## config.mk

```make
export PLATFORM = sky130hd
export DESIGN_NAME = bcd_calendar
export DESIGN_NICKNAME = d
export VERILOG_FILES = /design/src/rtl/bcd_cal_pkg.sv /design/src/rtl/bcd_cal_prescale.sv /design/src/rtl/bcd_cal_count.sv /design/src/rtl/bcd_cal_alarm.sv /design/src/rtl/bcd_calendar.sv
export SDC_FILE = /design/constraint.sdc
export NUM_CORES = 1
export LEC_CHECK = 0
export BUFFER_PORTS_ARGS = -buffer_cell sky130_fd_sc_hd__buf_2
export CAP_MARGIN = 20
export CORE_MARGIN = 4
export CORE_UTILIZATION = 35
export CTS_BUF_LIST = sky130_fd_sc_hd__clkbuf_4
export CTS_CLUSTER_SIZE = 25
export DETAILED_ROUTE_END_ITERATION = 12
export GPL_TIMING_DRIVEN = 0
export PLACE_DENSITY = 0.5
export SLEW_MARGIN = 15
export SYNTH_ARGS = -nofsm -noshare
export SYNTH_HDL_FRONTEND = slang
export SYNTH_SLANG_ARGS = --single-unit
export TNS_END_PERCENT = 30
```

## constraint.sdc

```tcl
create_clock -name clk -period 10.3 [get_ports clk]
set_clock_uncertainty 0.1 [all_clocks]
set_input_delay 1.545 -clock clk [delete_from_list [all_inputs] [get_ports clk]]
set_output_delay 1.545 -clock clk [all_outputs]
set_load 0.01 [all_outputs]
```

## src/rtl/bcd_cal_pkg.sv

```systemverilog
`timescale 1ns/1ps
package bcd_cal_pkg;
   localparam int NFIELD = 6;
   localparam int F_SEC  = 0;
   localparam int F_MIN  = 1;
   localparam int F_HR   = 2;
   localparam int F_DAY  = 3;
   localparam int F_MON  = 4;
   localparam int F_YR   = 5;

   typedef logic [NFIELD-1:0][7:0] cal_vec_t;

   // reset time: year 00, month 01, day 01, 00:00:00
   localparam cal_vec_t CAL_RESET = {8'h00, 8'h01, 8'h01, 8'h00, 8'h00, 8'h00};

   localparam logic [6:0] OFS_WEEK = 7'h18;
   localparam logic [6:0] OFS_CTRL = 7'h40;
   localparam logic [6:0] OFS_STAT = 7'h44;
   localparam logic [6:0] OFS_IEN  = 7'h48;

   // one BCD step with wrap to zero at or above lim
   function automatic logic [7:0] bcd_step(input logic [7:0] v, input logic [7:0] lim);
      if (v >= lim)
         return 8'h00;
      else if (v[3:0] >= 4'd9)
         return {v[7:4] + 4'd1, 4'h0};
      else
         return v + 8'd1;
   endfunction

   // last day of the month, BCD
   function automatic logic [7:0] month_last(input logic [7:0] mon, input logic [7:0] yr);
      logic [7:0] yb;
      yb = 8'(yr[7:4]) * 8'd10 + 8'(yr[3:0]);
      case (mon)
         8'h02:                      return (yb[1:0] == 2'b00) ? 8'h29 : 8'h28;
         8'h04, 8'h06, 8'h09, 8'h11: return 8'h30;
         default:                    return 8'h31;
      endcase
   endfunction
endpackage

```

## src/rtl/bcd_cal_prescale.sv

```systemverilog
`timescale 1ns/1ps
module bcd_cal_prescale #(
   parameter int PRESCALE = 32768
) (
   input  logic clk,
   input  logic rst_n,
   input  logic run,
   input  logic tick,
   input  logic clr,
   output logic sec_stb,
   output logic busy
);
   localparam int CW = (PRESCALE > 2) ? $clog2(PRESCALE) : 1;
   localparam logic [CW-1:0] LAST = CW'(PRESCALE - 1);

   logic [CW-1:0] cnt_q;
   logic          at_last;

   assign at_last = (cnt_q == LAST);
   assign sec_stb = run & tick & at_last;
   assign busy    = run & at_last;

   always_ff @(posedge clk) begin
      if (!rst_n)
         cnt_q <= '0;
      else if (clr)
         cnt_q <= '0;
      else if (run && tick)
         cnt_q <= at_last ? '0 : cnt_q + CW'(1);
   end
endmodule

```

## src/rtl/bcd_cal_count.sv

```systemverilog
`timescale 1ns/1ps
module bcd_cal_count
   import bcd_cal_pkg::*;
(
   input  logic              clk,
   input  logic              rst_n,
   input  logic              step,
   input  logic [NFIELD-1:0] fld_we,
   input  logic              week_we,
   input  logic [7:0]        wdata,
   output cal_vec_t          now_q,
   output cal_vec_t          nxt,
   output logic [7:0]        week_q,
   output logic              c_sec,
   output logic              c_min,
   output logic              c_hr
);
   logic c_day, c_mon;

   always_comb begin
      c_sec = (now_q[F_SEC] >= 8'h59);
      c_min = c_sec && (now_q[F_MIN] >= 8'h59);
      c_hr  = c_min && (now_q[F_HR]  >= 8'h23);
      c_day = c_hr  && (now_q[F_DAY] >= month_last(now_q[F_MON], now_q[F_YR]));
      c_mon = c_day && (now_q[F_MON] >= 8'h12);

      nxt        = now_q;
      nxt[F_SEC] = bcd_step(now_q[F_SEC], 8'h59);
      if (c_sec) nxt[F_MIN] = bcd_step(now_q[F_MIN], 8'h59);
      if (c_min) nxt[F_HR]  = bcd_step(now_q[F_HR], 8'h23);
      if (c_hr)  nxt[F_DAY] = c_day ? 8'h01 : bcd_step(now_q[F_DAY], 8'h31);
      if (c_day) nxt[F_MON] = c_mon ? 8'h01 : bcd_step(now_q[F_MON], 8'h12);
      if (c_mon) nxt[F_YR]  = bcd_step(now_q[F_YR], 8'h99);
   end

   for (genvar i = 0; i < NFIELD; i++) begin : g_fld
      always_ff @(posedge clk) begin
         if (!rst_n)
            now_q[i] <= CAL_RESET[i];
         else if (fld_we[i])
            now_q[i] <= wdata;
         else if (step)
            now_q[i] <= nxt[i];
      end
   end

   always_ff @(posedge clk) begin
      if (!rst_n)
         week_q <= 8'h00;
      else if (week_we)
         week_q <= wdata;
      else if (step && c_hr)
         week_q <= (week_q >= 8'h06) ? 8'h00 : week_q + 8'h01;
   end
endmodule

```

## src/rtl/bcd_cal_alarm.sv

```systemverilog
`timescale 1ns/1ps
module bcd_cal_alarm
   import bcd_cal_pkg::*;
(
   input  logic              clk,
   input  logic              rst_n,
   input  logic [NFIELD-1:0] alm_we,
   input  logic [7:0]        wdata,
   input  cal_vec_t          cand,
   output cal_vec_t          alarm_q,
   output logic              match
);
   logic [NFIELD-1:0] eq;

   for (genvar i = 0; i < NFIELD; i++) begin : g_alm
      always_ff @(posedge clk) begin
         if (!rst_n)
            alarm_q[i] <= 8'h00;
         else if (alm_we[i])
            alarm_q[i] <= wdata;
      end
      assign eq[i] = (alarm_q[i] == cand[i]);
   end

   assign match = &eq;
endmodule

```

## src/rtl/bcd_calendar.sv

```systemverilog
`timescale 1ns/1ps
module bcd_calendar
   import bcd_cal_pkg::*;
#(
   parameter int ADDR_W   = 8,
   parameter int PRESCALE = 32768
) (
   input  logic              clk,
   input  logic              rst_n,
   input  logic              tick,
   input  logic              wr_en,
   input  logic [ADDR_W-1:0] addr,
   input  logic [7:0]        wdata,
   output logic [7:0]        rdata,
   output logic              irq_timer,
   output logic              irq_alarm
);
   if (PRESCALE < 2) begin : g_bad_pre
      $error("bcd_calendar: PRESCALE must be at least 2");
   end
   if (ADDR_W < 7 || ADDR_W > 32) begin : g_bad_aw
      $error("bcd_calendar: ADDR_W must lie in 7..32");
   end

   // ---------------- address decode ----------------
   logic [6:0] a7;
   logic       hi_zero;
   logic [2:0] idx;
   logic       aligned, time_hit, alm_hit, week_hit, ctrl_hit, stat_hit, ien_hit;

   assign a7 = addr[6:0];
   if (ADDR_W > 7) begin : g_hi
      assign hi_zero = ~|addr[ADDR_W-1:7];
   end else begin : g_nohi
      assign hi_zero = 1'b1;
   end

   assign idx      = a7[4:2];
   assign aligned  = (a7[1:0] == 2'b00);
   assign time_hit = hi_zero & aligned & (a7[6:5] == 2'b00) & (idx < 3'd6);
   assign alm_hit  = hi_zero & aligned & (a7[6:5] == 2'b01) & (idx < 3'd6);
   assign week_hit = hi_zero & (a7 == OFS_WEEK);
   assign ctrl_hit = hi_zero & (a7 == OFS_CTRL);
   assign stat_hit = hi_zero & (a7 == OFS_STAT);
   assign ien_hit  = hi_zero & (a7 == OFS_IEN);

   logic [NFIELD-1:0] fld_we, alm_we;
   for (genvar i = 0; i < NFIELD; i++) begin : g_we
      assign fld_we[i] = wr_en & time_hit & (idx == 3'(i));
      assign alm_we[i] = wr_en & alm_hit  & (idx == 3'(i));
   end
   logic week_we, ctrl_we, stat_we, ien_we;
   assign week_we = wr_en & week_hit;
   assign ctrl_we = wr_en & ctrl_hit;
   assign stat_we = wr_en & stat_hit;
   assign ien_we  = wr_en & ien_hit;

   // ---------------- control / enables ----------------
   logic [7:0] ctrl_q;
   logic       ien_alarm, ien_timer;

   always_ff @(posedge clk) begin
      if (!rst_n) begin
         ctrl_q    <= 8'h00;
         ien_alarm <= 1'b0;
         ien_timer <= 1'b0;
      end else begin
         if (ctrl_we) ctrl_q <= wdata;
         if (ien_we) begin
            ien_alarm <= wdata[3];
            ien_timer <= wdata[2];
         end
      end
   end

   // ---------------- datapath ----------------
   logic     sec_stb, busy, upd;
   cal_vec_t now_q, nxt, alarm_q;
   logic [7:0] week_q;
   logic     c_sec, c_min, c_hr, hit;

   bcd_cal_prescale #(.PRESCALE(PRESCALE)) u_pre (
      .clk(clk), .rst_n(rst_n), .run(ctrl_q[0]), .tick(tick),
      .clr(fld_we[F_SEC]), .sec_stb(sec_stb), .busy(busy));

   // a bus write to the calendar in the same cycle wins over the update
   assign upd = sec_stb & ~(|fld_we) & ~week_we;

   bcd_cal_count u_cnt (
      .clk(clk), .rst_n(rst_n), .step(upd), .fld_we(fld_we), .week_we(week_we),
      .wdata(wdata), .now_q(now_q), .nxt(nxt), .week_q(week_q),
      .c_sec(c_sec), .c_min(c_min), .c_hr(c_hr));

   bcd_cal_alarm u_alm (
      .clk(clk), .rst_n(rst_n), .alm_we(alm_we), .wdata(wdata),
      .cand(nxt), .alarm_q(alarm_q), .match(hit));

   // ---------------- sticky status ----------------
   logic st_pu, st_alarm, st_day, st_hr, st_min, st_sec;

   always_ff @(posedge clk) begin
      if (!rst_n) begin
         st_pu    <= 1'b1;
         st_alarm <= 1'b0;
         st_day   <= 1'b0;
         st_hr    <= 1'b0;
         st_min   <= 1'b0;
         st_sec   <= 1'b0;
      end else begin
         st_pu    <= st_pu & ~(stat_we & wdata[7]);
         st_alarm <= (upd & hit)   | (st_alarm & ~(stat_we & wdata[6]));
         st_day   <= (upd & c_hr)  | (st_day   & ~(stat_we & wdata[5]));
         st_hr    <= (upd & c_min) | (st_hr    & ~(stat_we & wdata[4]));
         st_min   <= (upd & c_sec) | (st_min   & ~(stat_we & wdata[3]));
         st_sec   <= upd           | (st_sec   & ~(stat_we & wdata[2]));
      end
   end

   always_ff @(posedge clk) begin
      if (!rst_n)
         irq_timer <= 1'b0;
      else
         irq_timer <= upd & ien_timer;
   end

   assign irq_alarm = st_alarm & ien_alarm;

   // ---------------- read mux ----------------
   always_comb begin
      rdata = 8'h00;
      for (int i = 0; i < NFIELD; i++) begin
         if (time_hit && idx == 3'(i)) rdata = now_q[i];
         if (alm_hit  && idx == 3'(i)) rdata = alarm_q[i];
      end
      if (week_hit) rdata = week_q;
      if (ctrl_hit) rdata = ctrl_q;
      if (stat_hit) rdata = {st_pu, st_alarm, st_day, st_hr, st_min, st_sec, ctrl_q[0], busy};
      if (ien_hit)  rdata = {4'b0000, ien_alarm, ien_timer, 2'b00};
   end
endmodule

```

* Word-level counts from Yosys, hierarchy flattened *
Cells that the tools add are included.

operators by class
  add/subtract/negate cells = 15
  multipliers = 1
  $lt $le $gt $ge = 15
  equality and inequality tests = 22
  multiplexer cells = 53
  bitwise logic cells = 64
  reductions and logical operators = 34

operators by type and width
  operator                                                               count
  8-bit two-way mux                                                      50
  8-bit by 1-bit adder with 8-bit output, second input constant          7
  1-bit bitwise AND                                                      50
  8-bit == test                                                          6
  4-bit by 1-bit adder with 4-bit output, second input constant          6
  4-bit >= comparator, second input constant                             6
  7-bit == test, second input constant                                   3
  1-bit logical AND                                                      18
  8-bit by 3-bit == test with 1-bit output, second input constant        2
  8-bit by 6-bit >= comparator with 1-bit output, second input constant  2
  8-bit by 7-bit >= comparator with 1-bit output, second input constant  2
  8-bit case mux with 2 select lines                                     1
  15-bit by 1-bit adder with 15-bit output, second input constant        1
  15-bit == test, second input constant                                  1
  15-bit two-way mux                                                     1
  2-bit nonzero test                                                     7
  1-bit inverter                                                         9
  8-bit by 2-bit == test with 1-bit output, second input constant        1
  8-bit by 4-bit == test with 1-bit output, second input constant        1
  8-bit by 5-bit == test with 1-bit output, second input constant        1
  8-bit by 3-bit >= comparator with 1-bit output, second input constant  1
  8-bit by 5-bit >= comparator with 1-bit output, second input constant  1
  8-bit >= comparator                                                    1
  8-bit >= comparator, second input constant                             1
  17 further kinds                                                       25

word-level totals
  bits in registers = 136
  input port bits = 20
  output and inout port bits = 10
  word-level logic and storage cells = 228

* Logic depth before layout (Yosys ltp) *
  word-level depth = 21
  depth in mapped cells = 18

* By module *
A second synthesis with hierarchy kept.

unflattened totals
  cell total of the unflattened synthesis = 1208
  area, all modules = 9874.5 sq um

modules (own cells, without submodules)
  module            times used  cells an instance  area an instance (sq um)
  bcd_cal_count     1           606                4568.1
  bcd_cal_alarm     1           219                2314.7
  bcd_calendar      1           294                2232.1
  bcd_cal_prescale  1           89                 759.5

* Worst setup path before layout *
No wires, ideal clock.

  path kind = input to output
  start point = input port addr[7]
  end point = output port rdata[2]
  arrival = 3563 ps
  required time = 8655 ps
  path slack = 5092 ps
  stages = 8
  buffers on the path = 2
  cells stage by stage = nor4_2 > nor2b_1 > clkbuf_1 > nand2_1 > nor2_1 > clkbuf_1 > a211oi_1 > o32ai_1

between the ends
  longest elaborated chain between the ends = 21
  elaborated cells on any way between the ends = 38
  those cells by class = 16 x mux; 9 x bitwise; 13 x reduce/logical

RTL lines
  element                          RTL line                                source
  start: declaration               bcd_calendar.sv:12                      input logic [ADDR_W-1:0] addr,
  1-bit zero test (*)              bcd_calendar.sv:33                      assign hi_zero = ~|addr[ADDR_W-1:7];
  1-bit bitwise AND                bcd_calendar.sv:40, bcd_calendar.sv:41
  1-bit bitwise AND (2 in series)  bcd_calendar.sv:40                      assign time_hit = hi_zero & aligned & (a7[6:5] == 2'b00) & (idx < 3'd6);
  1-bit logical AND                bcd_calendar.sv:132                     if (time_hit && idx == 3'(i)) rdata = now_q[i];
  8-bit two-way mux                bcd_calendar.sv:132
  8-bit two-way mux                bcd_calendar.sv:133                     if (alm_hit && idx == 3'(i)) rdata = alarm_q[i];
  8-bit two-way mux                bcd_calendar.sv:132
  8-bit two-way mux                bcd_calendar.sv:133
  [4 not listed]                   --
  8-bit two-way mux                bcd_calendar.sv:132
  8-bit two-way mux                bcd_calendar.sv:133
  8-bit two-way mux                bcd_calendar.sv:132
  8-bit two-way mux                bcd_calendar.sv:133
  8-bit two-way mux                bcd_calendar.sv:135                     if (week_hit) rdata = week_q;
  8-bit two-way mux                bcd_calendar.sv:136                     if (ctrl_hit) rdata = ctrl_q;
  8-bit two-way mux                bcd_calendar.sv:137                     if (stat_hit) rdata = {st_pu, st_alarm, st_day, st_hr, st_min, st_sec, ctrl_q[0], busy};
  8-bit two-way mux (*)            bcd_calendar.sv:138                     if (ien_hit) rdata = {4'b0000, ien_alarm, ien_timer, 2'b00};
  end: declaration                 bcd_calendar.sv:14                      output logic [7:0] rdata,

Mark *: on every way between the ends. The rest lies on a longest branch, timed or not.

* Worst setup path in the final report *
  start point = input port addr[7]
  end point = output port rdata[7]

Same word-level chain as after synthesis.

==> results.cfg <==
[outcome]
outcome = finished clean

[drt]
ant_nets = 0
drc = 0
drt_iter0_drc = 1514
wl_per_cell_um = 25.84
drt-total-wl_um = 43690
dr.pass1.iters = 7
via_per_inst = 6.152
vias = 10403

[sta]
min_period_ns = 6.206
finalSetupTns_ns = 0
whs_ns = 0.3868
relSlewSlack_pct = 19.96
fin_crit_sh_pct = 60.26
setup_viol = 0
fin_ws_ns = 4.094
slew_violations = 0
max_freq_ghz = 0.1611
worstMarginPinSlew_ns = 1.201
hold_viol = 0
grt_setup_unrepaired = no

[pwr]
power.total_mw = 0.9949
leakage_nw = 3.756
powerDensity_nw_per_um2 = 93.50
ir_drop_mv = 0.05271

[critical_path]
worstPathRequired_ns = 8.66
cp.arrival_ns = 4.56
crit_chain = buf_2, nor4_2, nor2b_1, clkbuf_1, nand2_1, nor2_1, clkbuf_1, nand2_1, nand2_1, a21oi_1, o22ai_1, buf_2
crit_slowest_cell = nor4_2
crit_fanout = 10
worstSetupPathType = input port to output port
cpPeakStageDelay_ns = 0.70
worstSetupEndpointType = output port
worst_path_most_repeated_cell = nand2_1
path_delay_family = simple AND/OR/NAND/NOR gates
critPathBufInv = 4
cp-start-kind = input port

[placed_design]
placedInstanceArea_um2 = 10360
hpwl_um = 32690
port_buffers = 26
place_ws_ns = 4.233
globalplace.congestion = 1.006

[floorplan]
core-area_um2 = 27180
die_area_um2 = 30630
die_x_um = 175.0
rows = 60
ioPinCount = 30
initial_utilization_pct = 35.93
die_h_um = 175.0

[logic_synthesis]
ys_types = 95
yosysSeqAreaShare_pct = 27.88
syn_inst = 1260
synth_area_per_cell_um2 = 7.749
ys_warn_count = 0
synth_edf_count = 0
async_flop_share_pct = 0
ys.flop_type = dfxtp_1
synth_area_um2 = 9764
syn-num-nets = 1318
synth.ff_latch_count = 136

[cells_and_area]
area_growth_pct = 8.970
drive_above_1_share_pct = 8.270
nNetsFinal = 1363
final_cell_area_um2 = 10640

[clock_network]
h-tree-depth = 4
cts_setup_buffers = 0
cts_buffers = 17
cts_tree = done
postCtsHoldBufs = 0
ctsRootBufferMaster = clkbuf_4
cts_resized = 0
cts.clk_slew.worst_paths_ns = 0.16
insertion_delay_ns = 0.61
clockBufferDepth = 2
cts_sinks = 136

[global_routing]
gr-usage-all-layers_pct = 27.85
grt_first_pass_wirelength_um = 64470
grt_pass1_vias = 9682
grt_max_degree = 17
grt_overflow = 0
antenna_found_initial = 1

[min_path]
worstHoldPathType = flop to flop

[job]
cap_violations = 0
==> state kept, by name (all words and copies together), names as in the netlist, 8 cells and up <==
| register | cells |
|---|---|
| u_cnt.now_q | 48 |
| u_pre.cnt_q | 15 |
| ctrl_q | 8 |
| u_cnt.week_q | 8 |
| u_alm.alarm_q | 48 |
==> cell usage after synthesis (5+ instances only) <==
library cell  instances  area (µm²)
and2_1               24       150.1
nand2_1             147       551.8
a22oi_1              29       217.7
nand3b_1              6       45.04
o21a_1               12       90.09
nand4_1              17       106.4
a22o_1                6       52.55
buf_1                 6       22.52
mux2i_1              28       280.3
nand3_1              72       360.4
a221oi_1              9       78.83
nor3_1               27       135.1
mux4_2                6       135.1
o31ai_1               8       60.06
nor2_1               99       371.6
nand2b_1             11       68.82
a31oi_1              15       93.84
nor4_1                6       37.54
a21oi_1              60       300.3
mux2_2                5       56.30
buf_2                 9       45.04
a222oi_1              5       50.05
xnor2_1              20       175.2
o211ai_1             18       135.1
o21ai_0              80       400.4
a211oi_1              7       52.55
o22ai_1              12       75.07
ha_1                 38       475.5
nor2b_1              43       269.0
inv_1                35       131.4
dfxtp_1             136        2723
o211a_1              10       100.1
a2111oi_0             7       61.31
a21boi_0             61       457.9
clkbuf_1             62       232.7
xor2_1               22       192.7
a21o_1                6       45.04
==> path summary, 6_finish.rpt <==
path	slack, ns	cells after the start	endpoint	startpoint
setup reg to reg	5.12	17	st_alarm	u_cnt.now_q[32]
hold reg to reg	0.39	2	st_day	st_day
setup / recovery	4.09	12	rdata[7]	addr[7]
hold / removal	0.39	2	st_day	st_day
==> report_power, final <==
part	switching, mW	internal [mW]
combinational	0.0596	0.0189
clock	0.277	0.111
sequential	0.00110	0.527
==> logic make-up (layout without fill, tap and decap cells) <==
logic type               count (synthesis)  count (layout)  synth area share, %
AND/OR/NAND/NOR                        499             499                25.95
AO/OA/AOI/OAI                          386             386                27.58
flip-flops                             136             136                27.88
buffers and inverters                  117             175                4.779
XOR/XNOR                                42              42                3.767
multiplexers                            41              41                5.061
adder cells (fa/ha/maj)                 39              39                4.985
other                                    0               1                    0
==> metrics by stage <==
stage                     util, %  cells
after floorplan                 -   1260
after global placement      38.12   1658
after detailed placement    38.12   1658
after CTS                   39.14   1690
after global routing        39.15   1691
final                       39.15   1691
==> cell type report <==
type	instances	area, µm²
timing repair buffer	26	130.1
clock inverter	15	150.1
clock buffer	17	127.6
inverter	36	135.1
sequential	136	2723
antenna	1	2.502
tap	372	465.4
multi-input combinational	1007	6575
buffer	81	331.6
fill	2988	16540
==> routing by layer <==
metal  wire length (µm)  share of wire (%)  global-route usage, %  up-vias
met2              18800                 43                  42.56      602
met5                  0                  0                      0        -
li1                   -                  -                      -     4706
met4               1576                3.6                  9.558        0
met3               4342                9.9                  4.414       93
met1              18970                 43                  39.86     5002
==> cells in the final DEF, fill, tap and decap left out, drive strengths merged, types with 8 or more instances in the layout <==
cell type / n
a211oi: 8
a31oi: 15
o22ai: 12
nor3: 29
a221oi: 9
o21ai: 82
xor2: 22
nor4: 8
inv: 47
o31ai: 8
and2: 24
nand2: 148
o21a: 12
o211ai: 18
a2111oi: 9
nand2b: 11
nand3: 73
ha: 38
nand4: 19
nor2b: 43
dfxtp: 136
a22oi: 29
mux2i: 28
a21boi: 61
buf: 44
nor2: 100
xnor2: 20
clkbuf: 80
o211a: 10
a21oi: 60
==> worst reg2reg max path, stage by stage, from the launching register on <==
cell and delay (ns):
dfxtp_1 0.40, clkbuf_1 0.41, inv_1 0.25, ha_1 0.29
o211ai_1 0.17, o21ai_0 0.14, nand3_1 0.10, o21a_1 0.13
ha_1 0.23, nor4b_2 0.30, o211ai_1 0.25, buf_2 0.26
a31oi_1 0.25, a22oi_1 0.15, a2111oi_0 0.73, nand4_1 0.30
nor4_1 0.51, a21o_1 0.19
(Power assumes the default switching activity.)
